File: src/rtl/stepper_axis_pkg.sv
package stepper_axis_pkg;
  typedef enum logic [2:0] {
    OFS_STATUS = 3'd0,
    OFS_CTRL   = 3'd1,
    OFS_LOAD   = 3'd2,
    OFS_ADJ    = 3'd3,
    OFS_SPARE  = 3'd4,
    OFS_VLOW   = 3'd5,
    OFS_VHIGH  = 3'd6,
    OFS_RATE   = 3'd7
  } axis_ofs_e;

  localparam int STS_BUSY = 0;
  localparam int STS_OVF  = 1;
  localparam int STS_NEG  = 2;
  localparam int CTL_HALT = 0;
  localparam int CTL_CLRO = 1;
endpackage

File: src/rtl/axis_timebase.sv
module axis_timebase #(
  parameter int CLK_PER_TICK = 100000
) (
  input  logic clk,
  input  logic rst_n,
  output logic tick
);
  localparam int CW = (CLK_PER_TICK > 1) ? $clog2(CLK_PER_TICK) : 1;
  localparam logic [CW-1:0] LAST = CW'(CLK_PER_TICK - 1);

  logic [CW-1:0] div_q;

  always_ff @(posedge clk or negedge rst_n) begin
    if (!rst_n) begin
      div_q <= '0;
      tick  <= 1'b0;
    end else begin
      div_q <= (div_q == LAST) ? '0 : div_q + 1'b1;
      tick  <= (div_q == LAST);
    end
  end

  generate
    if (CLK_PER_TICK > 1) begin : g_spacing
      AST_TICK_SPACED: assert property (@(posedge clk) disable iff (!rst_n)
        tick |=> !tick);
    end
  endgenerate
endmodule

File: src/rtl/axis_ramp.sv
module axis_ramp #(
  parameter int TICK_HZ = 1000
) (
  input  logic        clk,
  input  logic        rst_n,
  input  logic        tick,
  input  logic        run,
  input  logic [31:0] rem_mag,
  input  logic [31:0] vlow,
  input  logic [31:0] vhigh,
  input  logic [31:0] rate,
  output logic        step_evt
);
  localparam logic [63:0] T64  = 64'(TICK_HZ);
  localparam logic [63:0] FULL = T64 * T64;
  localparam logic [31:0] T32  = 32'(TICK_HZ);

  logic [31:0] vhigh_c, vlow_c, ramp_q;
  logic [63:0] vhigh_s, vlow_s, rate_s;
  logic [63:0] vel_q, phase_q, ph_sum;
  logic        slowing;

  always_comb begin
    vhigh_c = (vhigh > T32) ? T32 : vhigh;
    vlow_c  = (vlow > vhigh_c) ? vhigh_c : vlow;
    vhigh_s = {32'b0, vhigh_c} * T64;
    vlow_s  = {32'b0, vlow_c} * T64;
    rate_s  = {32'b0, rate};
    ph_sum  = phase_q + vel_q;
    slowing = (rem_mag <= ramp_q);
    step_evt = tick && run && (ph_sum >= FULL);
  end

  always_ff @(posedge clk or negedge rst_n) begin
    if (!rst_n) begin
      vel_q   <= '0;
      phase_q <= '0;
      ramp_q  <= '0;
    end else if (!run) begin
      vel_q   <= vlow_s;
      phase_q <= '0;
      ramp_q  <= '0;
    end else if (tick) begin
      phase_q <= step_evt ? ph_sum - FULL : ph_sum;
      if (slowing)
        vel_q <= (vel_q > vlow_s + rate_s) ? vel_q - rate_s : vlow_s;
      else
        vel_q <= (vel_q + rate_s < vhigh_s) ? vel_q + rate_s : vhigh_s;
      if (step_evt) begin
        if (slowing)
          ramp_q <= (ramp_q != 0) ? ramp_q - 1'b1 : '0;
        else if (vel_q < vhigh_s)
          ramp_q <= ramp_q + 1'b1;
      end
    end
  end

  AST_PHASE_BOUND: assert property (@(posedge clk) disable iff (!rst_n)
    phase_q < FULL);
  AST_VEL_CEIL: assert property (@(posedge clk) disable iff (!rst_n)
    vel_q <= FULL);
endmodule

File: src/rtl/axis_pulse.sv
module axis_pulse #(
  parameter int PULSE_CLKS = 2
) (
  input  logic clk,
  input  logic rst_n,
  input  logic fire,
  output logic pulse
);
  localparam int PW = $clog2(PULSE_CLKS + 1);
  localparam logic [PW-1:0] LOADV = PW'(PULSE_CLKS);

  logic [PW-1:0] left_q;

  always_ff @(posedge clk or negedge rst_n) begin
    if (!rst_n)        left_q <= '0;
    else if (fire)     left_q <= LOADV;
    else if (left_q != 0) left_q <= left_q - 1'b1;
  end

  assign pulse = (left_q != 0);

  generate
    if (PULSE_CLKS > 1) begin : g_width
      AST_PULSE_MIN: assert property (@(posedge clk) disable iff (!rst_n)
        $rose(pulse) |=> pulse);
    end
  endgenerate
endmodule

File: src/rtl/axis_regs.sv
module axis_regs
  import stepper_axis_pkg::*;
(
  input  logic        clk,
  input  logic        rst_n,
  input  logic        wr_fire,
  input  logic [2:0]  wr_addr,
  input  logic [31:0] wr_data,
  input  logic        estop,
  input  logic        step_evt,
  input  logic        rpt_ready,
  input  logic [2:0]  rd_addr,
  output logic [31:0] rd_data,
  output logic [31:0] count_q,
  output logic [31:0] rem_mag,
  output logic        busy,
  output logic        neg_q,
  output logic [31:0] vlow_q,
  output logic [31:0] vhigh_q,
  output logic [31:0] rate_q,
  output logic        rpt_valid,
  output logic [31:0] status
);
  logic [32:0] sum33;
  logic        add_ovf, halt_any, ovf_q, ovf_d;
  logic [31:0] cnt_d;
  axis_ofs_e   wsel;

  assign wsel    = axis_ofs_e'(wr_addr);
  assign sum33   = {count_q[31], count_q} + {wr_data[31], wr_data};
  assign add_ovf = sum33[32] != sum33[31];
  assign halt_any = estop || (wr_fire && wsel == OFS_CTRL && wr_data[CTL_HALT]);
  assign busy    = (count_q != 0);
  assign rem_mag = count_q[31] ? (~count_q + 1'b1) : count_q;

  always_comb begin
    status = '0;
    status[STS_BUSY] = busy;
    status[STS_OVF]  = ovf_q;
    status[STS_NEG]  = neg_q;
  end

  always_comb begin
    cnt_d = count_q;
    ovf_d = ovf_q;
    if (step_evt) cnt_d = count_q[31] ? count_q + 1'b1 : count_q - 1'b1;
    if (wr_fire) begin
      case (wsel)
        OFS_LOAD: cnt_d = wr_data;
        OFS_ADJ: begin
          if (add_ovf) begin
            cnt_d = sum33[32] ? 32'h8000_0000 : 32'h7FFF_FFFF;
            ovf_d = 1'b1;
          end else begin
            cnt_d = sum33[31:0];
          end
        end
        OFS_CTRL: if (wr_data[CTL_CLRO]) ovf_d = 1'b0;
        default: ;
      endcase
    end
    if (halt_any) cnt_d = '0;
  end

  always_ff @(posedge clk or negedge rst_n) begin
    if (!rst_n) begin
      count_q   <= '0;
      ovf_q     <= 1'b0;
      neg_q     <= 1'b0;
      vlow_q    <= '0;
      vhigh_q   <= '0;
      rate_q    <= '0;
      rpt_valid <= 1'b0;
    end else begin
      count_q <= cnt_d;
      ovf_q   <= ovf_d;
      if (cnt_d != 0) neg_q <= cnt_d[31];
      if (wr_fire && wsel == OFS_VLOW)  vlow_q  <= wr_data;
      if (wr_fire && wsel == OFS_VHIGH) vhigh_q <= wr_data;
      if (wr_fire && wsel == OFS_RATE)  rate_q  <= wr_data;
      if (count_q != 0 && cnt_d == 0) rpt_valid <= 1'b1;
      else if (rpt_ready)             rpt_valid <= 1'b0;
    end
  end

  always_comb begin
    case (axis_ofs_e'(rd_addr))
      OFS_STATUS: rd_data = status;
      OFS_LOAD,
      OFS_ADJ:    rd_data = count_q;
      OFS_VLOW:   rd_data = vlow_q;
      OFS_VHIGH:  rd_data = vhigh_q;
      OFS_RATE:   rd_data = rate_q;
      default:    rd_data = '0;
    endcase
  end

  AST_HALT_CLEARS: assert property (@(posedge clk) disable iff (!rst_n)
    estop |=> count_q == 0);
  AST_STEP_TOWARD_ZERO: assert property (@(posedge clk) disable iff (!rst_n)
    (step_evt && !wr_fire && !estop) |=>
      (count_q == ($past(count_q[31]) ? $past(count_q) + 32'd1 : $past(count_q) - 32'd1)));
  AST_REPORT_ON_ZERO: assert property (@(posedge clk) disable iff (!rst_n)
    $fell(busy) |-> rpt_valid);
  AST_REPORT_HOLD: assert property (@(posedge clk) disable iff (!rst_n)
    (rpt_valid && !rpt_ready) |=> rpt_valid);
  AST_ADD_SATURATES: assert property (@(posedge clk) disable iff (!rst_n)
    (wr_fire && wsel == OFS_ADJ && add_ovf && !estop) |=>
      (ovf_q && (count_q == 32'h7FFF_FFFF || count_q == 32'h8000_0000)));
endmodule

File: src/rtl/stepper_axis_gen.sv
module stepper_axis_gen #(
  parameter int TICK_HZ      = 1000,
  parameter int CLK_PER_TICK = 100000,
  parameter int PULSE_CLKS   = 200
) (
  input  logic        clk,
  input  logic        rst_n,
  input  logic        wr_valid,
  output logic        wr_ready,
  input  logic [2:0]  wr_addr,
  input  logic [31:0] wr_data,
  input  logic [2:0]  rd_addr,
  output logic [31:0] rd_data,
  input  logic        estop,
  output logic        step_out,
  output logic        dir_out,
  output logic        rpt_valid,
  input  logic        rpt_ready,
  output logic [31:0] rpt_status
);
  logic        tick, step_evt, busy, neg_q, wr_fire;
  logic [31:0] count_q, rem_mag, vlow_q, vhigh_q, rate_q, status;

  assign wr_ready = !tick;
  assign wr_fire  = wr_valid && wr_ready;
  assign dir_out  = neg_q;
  assign rpt_status = status;

  axis_timebase #(.CLK_PER_TICK(CLK_PER_TICK)) u_tb (
    .clk(clk), .rst_n(rst_n), .tick(tick));

  axis_regs u_regs (
    .clk(clk), .rst_n(rst_n), .wr_fire(wr_fire), .wr_addr(wr_addr),
    .wr_data(wr_data), .estop(estop), .step_evt(step_evt),
    .rpt_ready(rpt_ready), .rd_addr(rd_addr), .rd_data(rd_data),
    .count_q(count_q), .rem_mag(rem_mag), .busy(busy), .neg_q(neg_q),
    .vlow_q(vlow_q), .vhigh_q(vhigh_q), .rate_q(rate_q),
    .rpt_valid(rpt_valid), .status(status));

  axis_ramp #(.TICK_HZ(TICK_HZ)) u_ramp (
    .clk(clk), .rst_n(rst_n), .tick(tick), .run(busy && !estop),
    .rem_mag(rem_mag), .vlow(vlow_q), .vhigh(vhigh_q), .rate(rate_q),
    .step_evt(step_evt));

  axis_pulse #(.PULSE_CLKS(PULSE_CLKS)) u_pulse (
    .clk(clk), .rst_n(rst_n), .fire(step_evt), .pulse(step_out));

  AST_WRITE_OFF_TICK: assert property (@(posedge clk) disable iff (!rst_n)
    wr_fire |-> !tick);
  AST_STEP_NEEDS_COUNT: assert property (@(posedge clk) disable iff (!rst_n)
    step_evt |-> count_q != 0);
endmodule

File: config.mk
export PLATFORM = sky130hd
export DESIGN_NAME = stepper_axis_gen
export DESIGN_NICKNAME = d
export VERILOG_FILES = /design/src/rtl/stepper_axis_pkg.sv /design/src/rtl/axis_timebase.sv /design/src/rtl/axis_ramp.sv /design/src/rtl/axis_pulse.sv /design/src/rtl/axis_regs.sv /design/src/rtl/stepper_axis_gen.sv
export SDC_FILE = /design/constraint.sdc
export NUM_CORES = 2
export LEC_CHECK = 0
export ABC_AREA = 1
export BUFFER_PORTS_ARGS = -buffer_cell sky130_fd_sc_hd__buf_2
export CORE_MARGIN = 2
export CORE_UTILIZATION = 50
export DETAILED_ROUTE_END_ITERATION = 10
export PLACE_DENSITY_LB_ADDON = 0.25
export SLEW_MARGIN = 20
export SYNTH_ARGS = -nofsm -noshare
export SYNTH_HDL_FRONTEND = slang
export SYNTH_SLANG_ARGS = --single-unit
File: constraint.sdc
create_clock -name clk -period 12.3 [get_ports clk]
set_clock_uncertainty 0.2 [all_clocks]
set_input_delay 1.23 -clock clk [delete_from_list [all_inputs] [get_ports clk]]
set_output_delay 1.23 -clock clk [all_outputs]
set_load 0.01 [all_outputs]
# Yosys cells after proc, flatten, opt, wreduce, memory -nomap -nowiden
# Index checks and enable logic that the tools add are counted.
# classes
add_sub_neg	13
mul	2
div_mod_pow	0
n_lt_le_gt_ge	7
eq_ne	18
n_shift	0
mux	33
n_bitwise	1
reduce_logical	25
# ops
op	n
2-to-1 mux 64 bit	8
2-to-1 mux 32 bit	15
case mux 32 bit (5 select lines)	1
less-than comparator 64 x 42 -> 1 bit	2
adder 32 x 1 -> 32 bit (second input constant)	3
nonzero test 32 bit	3
multiplier 32 x 7 -> 39 bit (second input constant)	2
adder 64 x 32 -> 64 bit	1
adder 64 bit	1
greater-or-equal comparator 64 x 20 -> 1 bit (second input constant)	1
greater-than comparator 64 bit	1
case mux 32 bit (2 select lines)	1
subtractor 32 x 1 -> 32 bit (second input constant)	2
subtractor 64 x 20 -> 64 bit (second input constant)	1
subtractor 64 x 32 -> 64 bit	1
adder 42 x 32 -> 43 bit	1
adder 32 x 32 -> 33 bit	1
greater-than comparator 32 x 10 -> 1 bit (second input constant)	1
greater-than comparator 32 bit	1
<= comparator 32 bit	1
logical NOT 32 bit	1
inverter 32 bit	1
== test 3 bit (second input constant)	6
adder 17 x 1 -> 17 bit (second input constant)	1
other kinds (21)	42
# word_totals
reg_bits	317
latch_bits	0
ramBits	0
rom_bits	0
input_bits	43
output_inout_bits	68
n_memories	0

# Depth between registers and ports, before layout
# depth
ltp_word	11
mapped_depth	73
mapped_depth_nobuf	73

# Hierarchy
# From an unflattened synthesis, not the netlist that was laid out.
# unflattened
cells_unflattened	8736
area_unflattened_um2	54474.7
# by_module_without_submodules
module	instances	cells_per_inst	area_each_um2	seq_area_each_um2
axis_ramp	1	6717	41275.8	4003.8
axis_regs	1	1803	11644.9	3278.1
axis_timebase	1	144	1043.5	450.4
axis_pulse	1	67	486.7	200.2
stepper_axis_gen	1	5	23.8	0.0

# Worst setup path after synthesis
# OpenSTA, ideal clock, no wires.
# synth_timing
path_type	flip-flop to flip-flop
startpoint	reg u_regs.vhigh_q[29]
endpoint	reg u_ramp.vel_q[12]
setup_time_ns	0.123
arrival_ns	10.812
required_time_ns	11.977
slack_ns	1.165
path_stages_with_launch	65
n_path_buf	3
cell_sequence	dfrtp_1 -> nor4_1 -> nand3_1 -> nor3_1 -> and2_1 -> clkinv_1 -> nor2_1 -> ha_1 -> a21oi_1 -> nor2_1 -> a211oi_1 -> o221ai_1 -> a21o_1 -> nand2_1 -> o211ai_1 -> nand2_1 -> inv_1 -> clkbuf_1 -> [... 29 more ...] -> nand2_1 -> o2111ai_1 -> nand3_1 -> nand2_1 -> nand2_1 -> o21ai_0 -> nand2_1 -> ha_1 -> nand2_1 -> nor3_1 -> nor4b_1 -> nand4_1 -> nand2_1 -> clkbuf_1 -> clkbuf_1 -> nand2_1 -> a31oi_1 -> nand2_1
# synth_via
elab_chain_cells	11
word_cells_on_any_way	14
cone_classes	add/sub (1); mul (2); order compare (4); mux (7)
# synth_lines
item	line	source
from (decl)	axis_regs.sv:19	output logic [31:0] vhigh_q,
from (signal assigned)	axis_regs.sv:79	if (wr_fire && wsel == OFS_VHIGH) vhigh_q <= wr_data;
greater-than comparator 32 x 10 -> 1 bit	axis_ramp.sv:24	vhigh_c = (vhigh > T32) ? T32 : vhigh;
2-to-1 mux 32 bit (*)	axis_ramp.sv:24	
greater-than comparator 32 bit	axis_ramp.sv:25	vlow_c = (vlow > vhigh_c) ? vhigh_c : vlow;
2-to-1 mux 32 bit	axis_ramp.sv:25	
multiplier 32 x 7 -> 39 bit	axis_ramp.sv:27	vlow_s = {32'b0, vlow_c} * T64;
adder 42 x 32 -> 43 bit	axis_ramp.sv:46	vel_q <= (vel_q > vlow_s + rate_s) ? vel_q - rate_s : vlow_s;
greater-than comparator 64 bit	axis_ramp.sv:46	
2-to-1 mux 64 bit	axis_ramp.sv:46	
2-to-1 mux 64 bit	axis_ramp.sv:45	if (slowing)
2-to-1 mux 64 bit	axis_ramp.sv:43	end else if (tick) begin
2-to-1 mux 64 bit (*)	axis_ramp.sv:39	end else if (!run) begin
to (signal assigned)	axis_ramp.sv:40	vel_q <= vlow_s;
to (signal assigned)	axis_ramp.sv:46	
to (signal assigned)	axis_ramp.sv:48	vel_q <= (vel_q + rate_s < vhigh_s) ? vel_q + rate_s : vhigh_s;
to (decl)	axis_ramp.sv:20	logic [63:0] vel_q, phase_q, ph_sum;
# Mark *: on every way between the ends. The rest lies on a longest branch, timed or not. The select of a mux whose other input is x is not followed.
# A chain may end at the register's enable or synchronous reset.

# Final worst setup path
# layout_timing
startpoint	reg u_regs.vhigh_q[26]
endpoint	reg u_ramp.vel_q[8]
# Same word-level chain as after synthesis.

==> qor.yml <==
job:
  max_cap_violations: 0
detailed_routing:
  vias: 52200
  drt_iter0_drc: 5115
  detail_route.vias_per_cell: 5.69
  wl_per_cell_um: 20.9
  firstDrtPassIters: 8
  drt_wl_total_um: 192000
  drtAntennaViolNets: 0
  drc: 0
cts:
  clk_latency_ps: 640
  cts_hold_buffers: 0
  clock_sinks: 317
  cts_buffers: 45
  cts.clk_slew.worst_paths_ps: 60
  cts-root-buf: "clkbuf_16"
  cts_buffer_depth: 3
  cts_tree: "done"
  htree_levels: 2
global_routing:
  grt_usage_pct: 36.6
  grt.met1_usage_pct: 49.4
  grtUsageMet3_pct: 4.11
  busiest_layer: "met2"
  grt-ovfl-total: 0
  grt_max_degree: 99
  grt_pass1_wl_um: 289000
  antenna_found_initial: 0
  grtUsageMet2_pct: 58.2
  grt_pass1_vias: 49200
worst_setup_path:
  cp_slowest_cell: "fa_1"
  crit_arrival_ps: 11930
  crit_fanout: 19
  slowest_delay_ps: 520
  path_common_cell: "nand2_1"
  critPathLaunchType: "register"
  critPathKind: "register to register"
  critPathCaptureType: "register"
  cp_num_buf_inv: 13
  crit_required_ps: 12670
  path_delay_family: "simple AND/OR/NAND/NOR gates"
floorplan:
  start_util_pct: 50.3
  rows: 116
  ios: 111
  die_h_um: 321
  dieArea_um2: 103000
  die_w_um: 321
  core_um2: 99900
place:
  gp_congestion: 1.01
  port-buffer-count: 81
  hpwl_um: 159000
hold_path:
  worst_hold_path_type: "register to register"
layout:
  utilization_pct: 54.7
  nNetsFinal: 8684
  fill_cells: 10200
  seqCellArea_um2: 7930
  syn2layout_area_growth_pct: 8.78
  drive_above_1_share_pct: 5.28
  layout_common_cells: "nand2_1 (1,824), inv_1 (1,265), nor2_1 (688), ha_1 (569), a21oi_1 (550)"
  layout_commonest_cell: "nand2_1"
  multi_input_area_um2: 37400
sta:
  hold_viol: 0
  fmax_mhz: 86.5
  finalSetupViolations: 0
  min_period_ps: 11570
  slew_violations: 0
  worst_pin_slew_ps: 1160
  relSlewSlack_pct: 22.3
  timing.final.crit_share_pct: 94.0
yosys:
  dominantRegCellSynth: "dfrtp_1"
  synth_enable_flop_cells: 0
  synth-seq-cells: 317
  ys.warnings.count: 0
  syn_inst: 7628
  ys_async_sr_fraction_pct: 100
  yosysSeqAreaShare_pct: 15.8
  syn_area_per_cell_um2: 6.58
  synth_cell_types: 74
  syn_area_um2: 50200
run_status:
  outcome: "complete, no violations"
[state kept, by name, summed over array words and instances, names as in the netlist]
name and cells:
u_tb.div_q 17, u_regs.neg_q 1, u_regs.vhigh_q 32, u_regs.ovf_q 1
u_pulse.left_q 8, u_ramp.vel_q 64, u_regs.count_q 32, u_tb.tick 1
u_regs.vlow_q 32, u_regs.rate_q 32, u_ramp.phase_q 64, u_ramp.ramp_q 32
u_regs.rpt_valid 1
[synth_stat cells, types with 11 or more instances]
| library cell | count | area, um^2 |
|---|---|---|
| nand2_1 | 1828 | 6860 |
| o21ai_0 | 485 | 2430 |
| nor3_1 | 123 | 616 |
| a21oi_1 | 553 | 2770 |
| fa_1 | 228 | 4560 |
| nand2_2 | 13 | 81.3 |
| a21o_1 | 18 | 135 |
| nor2_2 | 24 | 150 |
| a32o_1 | 12 | 120 |
| or2_2 | 14 | 87.6 |
| xor2_1 | 245 | 2150 |
| nand4_1 | 105 | 657 |
| buf_1 | 13 | 48.8 |
| dfrtp_1 | 317 | 7930 |
| clkbuf_1 | 114 | 428 |
| o21ai_1 | 29 | 145 |
| a22oi_1 | 20 | 150 |
| nand3_1 | 328 | 1640 |
| buf_2 | 26 | 130 |
| o2111ai_1 | 27 | 236 |
| inv_2 | 23 | 86.3 |
| ha_1 | 571 | 7140 |
| o22ai_1 | 32 | 200 |
| o211ai_1 | 34 | 255 |
| a221oi_1 | 11 | 96.3 |
| nand3b_1 | 21 | 158 |
| buf_4 | 32 | 240 |
| o21a_1 | 22 | 165 |
| a31oi_1 | 46 | 288 |
| a21boi_0 | 21 | 158 |
| inv_1 | 1266 | 4750 |
| a22o_1 | 18 | 158 |
| o221ai_1 | 29 | 254 |
| nor4_1 | 54 | 338 |
| buf_6 | 11 | 124 |
| a211oi_1 | 18 | 135 |
| nor2_1 | 695 | 2610 |
| o21bai_1 | 21 | 158 |
| xnor2_1 | 82 | 718 |
[area by class of cell]
cell class	count	area share [%]
Inverter	1298	8.92
Antenna cell	1	0.00458
Clock inverter	20	0.577
Clock buffer	62	2.36
Tap cell	1298	2.97
Sequential cell	317	14.5
Multi-Input combinational cell	5999	68.5
Timing Repair Buffer	181	2.17
[tightest hold or removal path, stage by stage (launching register included)]
cell and delay, ps:
dfrtp_1 340, nand2_1 60, nand2_1 60
[per-layer routing]
layer,wire (um),up-vias
met4,10800,0
met3,13800,390
li1,-,25100
met1,82300,24600
met2,84900,2084
met5,0,-
[through the flow]
stage	worst slack, ps	area [um^2]	cells	setup TNS, ps	hold slack, ps
3_3_place_gp	-174	52700	9088	-480	258
4_1_cts	119	54300	9170	0	286
2_1_floorplan	1160	50900	7811	0	255
5_1_grt	-145	54600	9175	-1350	312
3_5_place_dp	-359	52700	9088	-1650	271
6_report	733	54600	9176	0	286
[kinds of logic (layout without fill, tap and decap cells)]
group / Yosys count / count (layout) / share of synthesized area (%)
AO/OA/AOI/OAI: 1426 / 1426 / 16.2
XOR/XNOR: 328 / 328 / 5.74
adder cells (fa/ha/maj): 799 / 799 / 23.3
buffers and inverters: 1495 / 1561 / 11.7
flip-flops: 317 / 317 / 15.8
multiplexers: 3 / 3 / 0.0673
other: 2 / 186 / 0.0150
AND/OR/NAND/NOR: 3258 / 3258 / 27.2
[timing repair]
item / 4_1_cts / 5_1_grt
pin swaps: 0 / 6
resized for setup: 3 / 54
gates cloned: 0 / 0
buffers inserted: 0 / 5
setup endpoints to repair: 12 / 64
[final timing paths]
kind | start | to | slack (ps) | depth (start not counted)
max reg2reg | u_regs.vhigh_q[26] | u_ramp.vel_q[8] | 730 | 62
max | u_regs.vhigh_q[26] | u_ramp.vel_q[8] | 730 | 62
min | u_regs.rpt_valid | u_regs.rpt_valid | 290 | 2
max in group asynchronous | rst_n | u_ramp.ramp_q[23] | 10010 | 2
min in group asynchronous | rst_n | u_ramp.phase_q[61] | 320 | 1
min reg2reg | u_regs.rpt_valid | u_regs.rpt_valid | 290 | 2
Power is left out: the tool's default activity adds up to more than one toggle a clock period on the data nets, which glitch-free logic cannot reach.
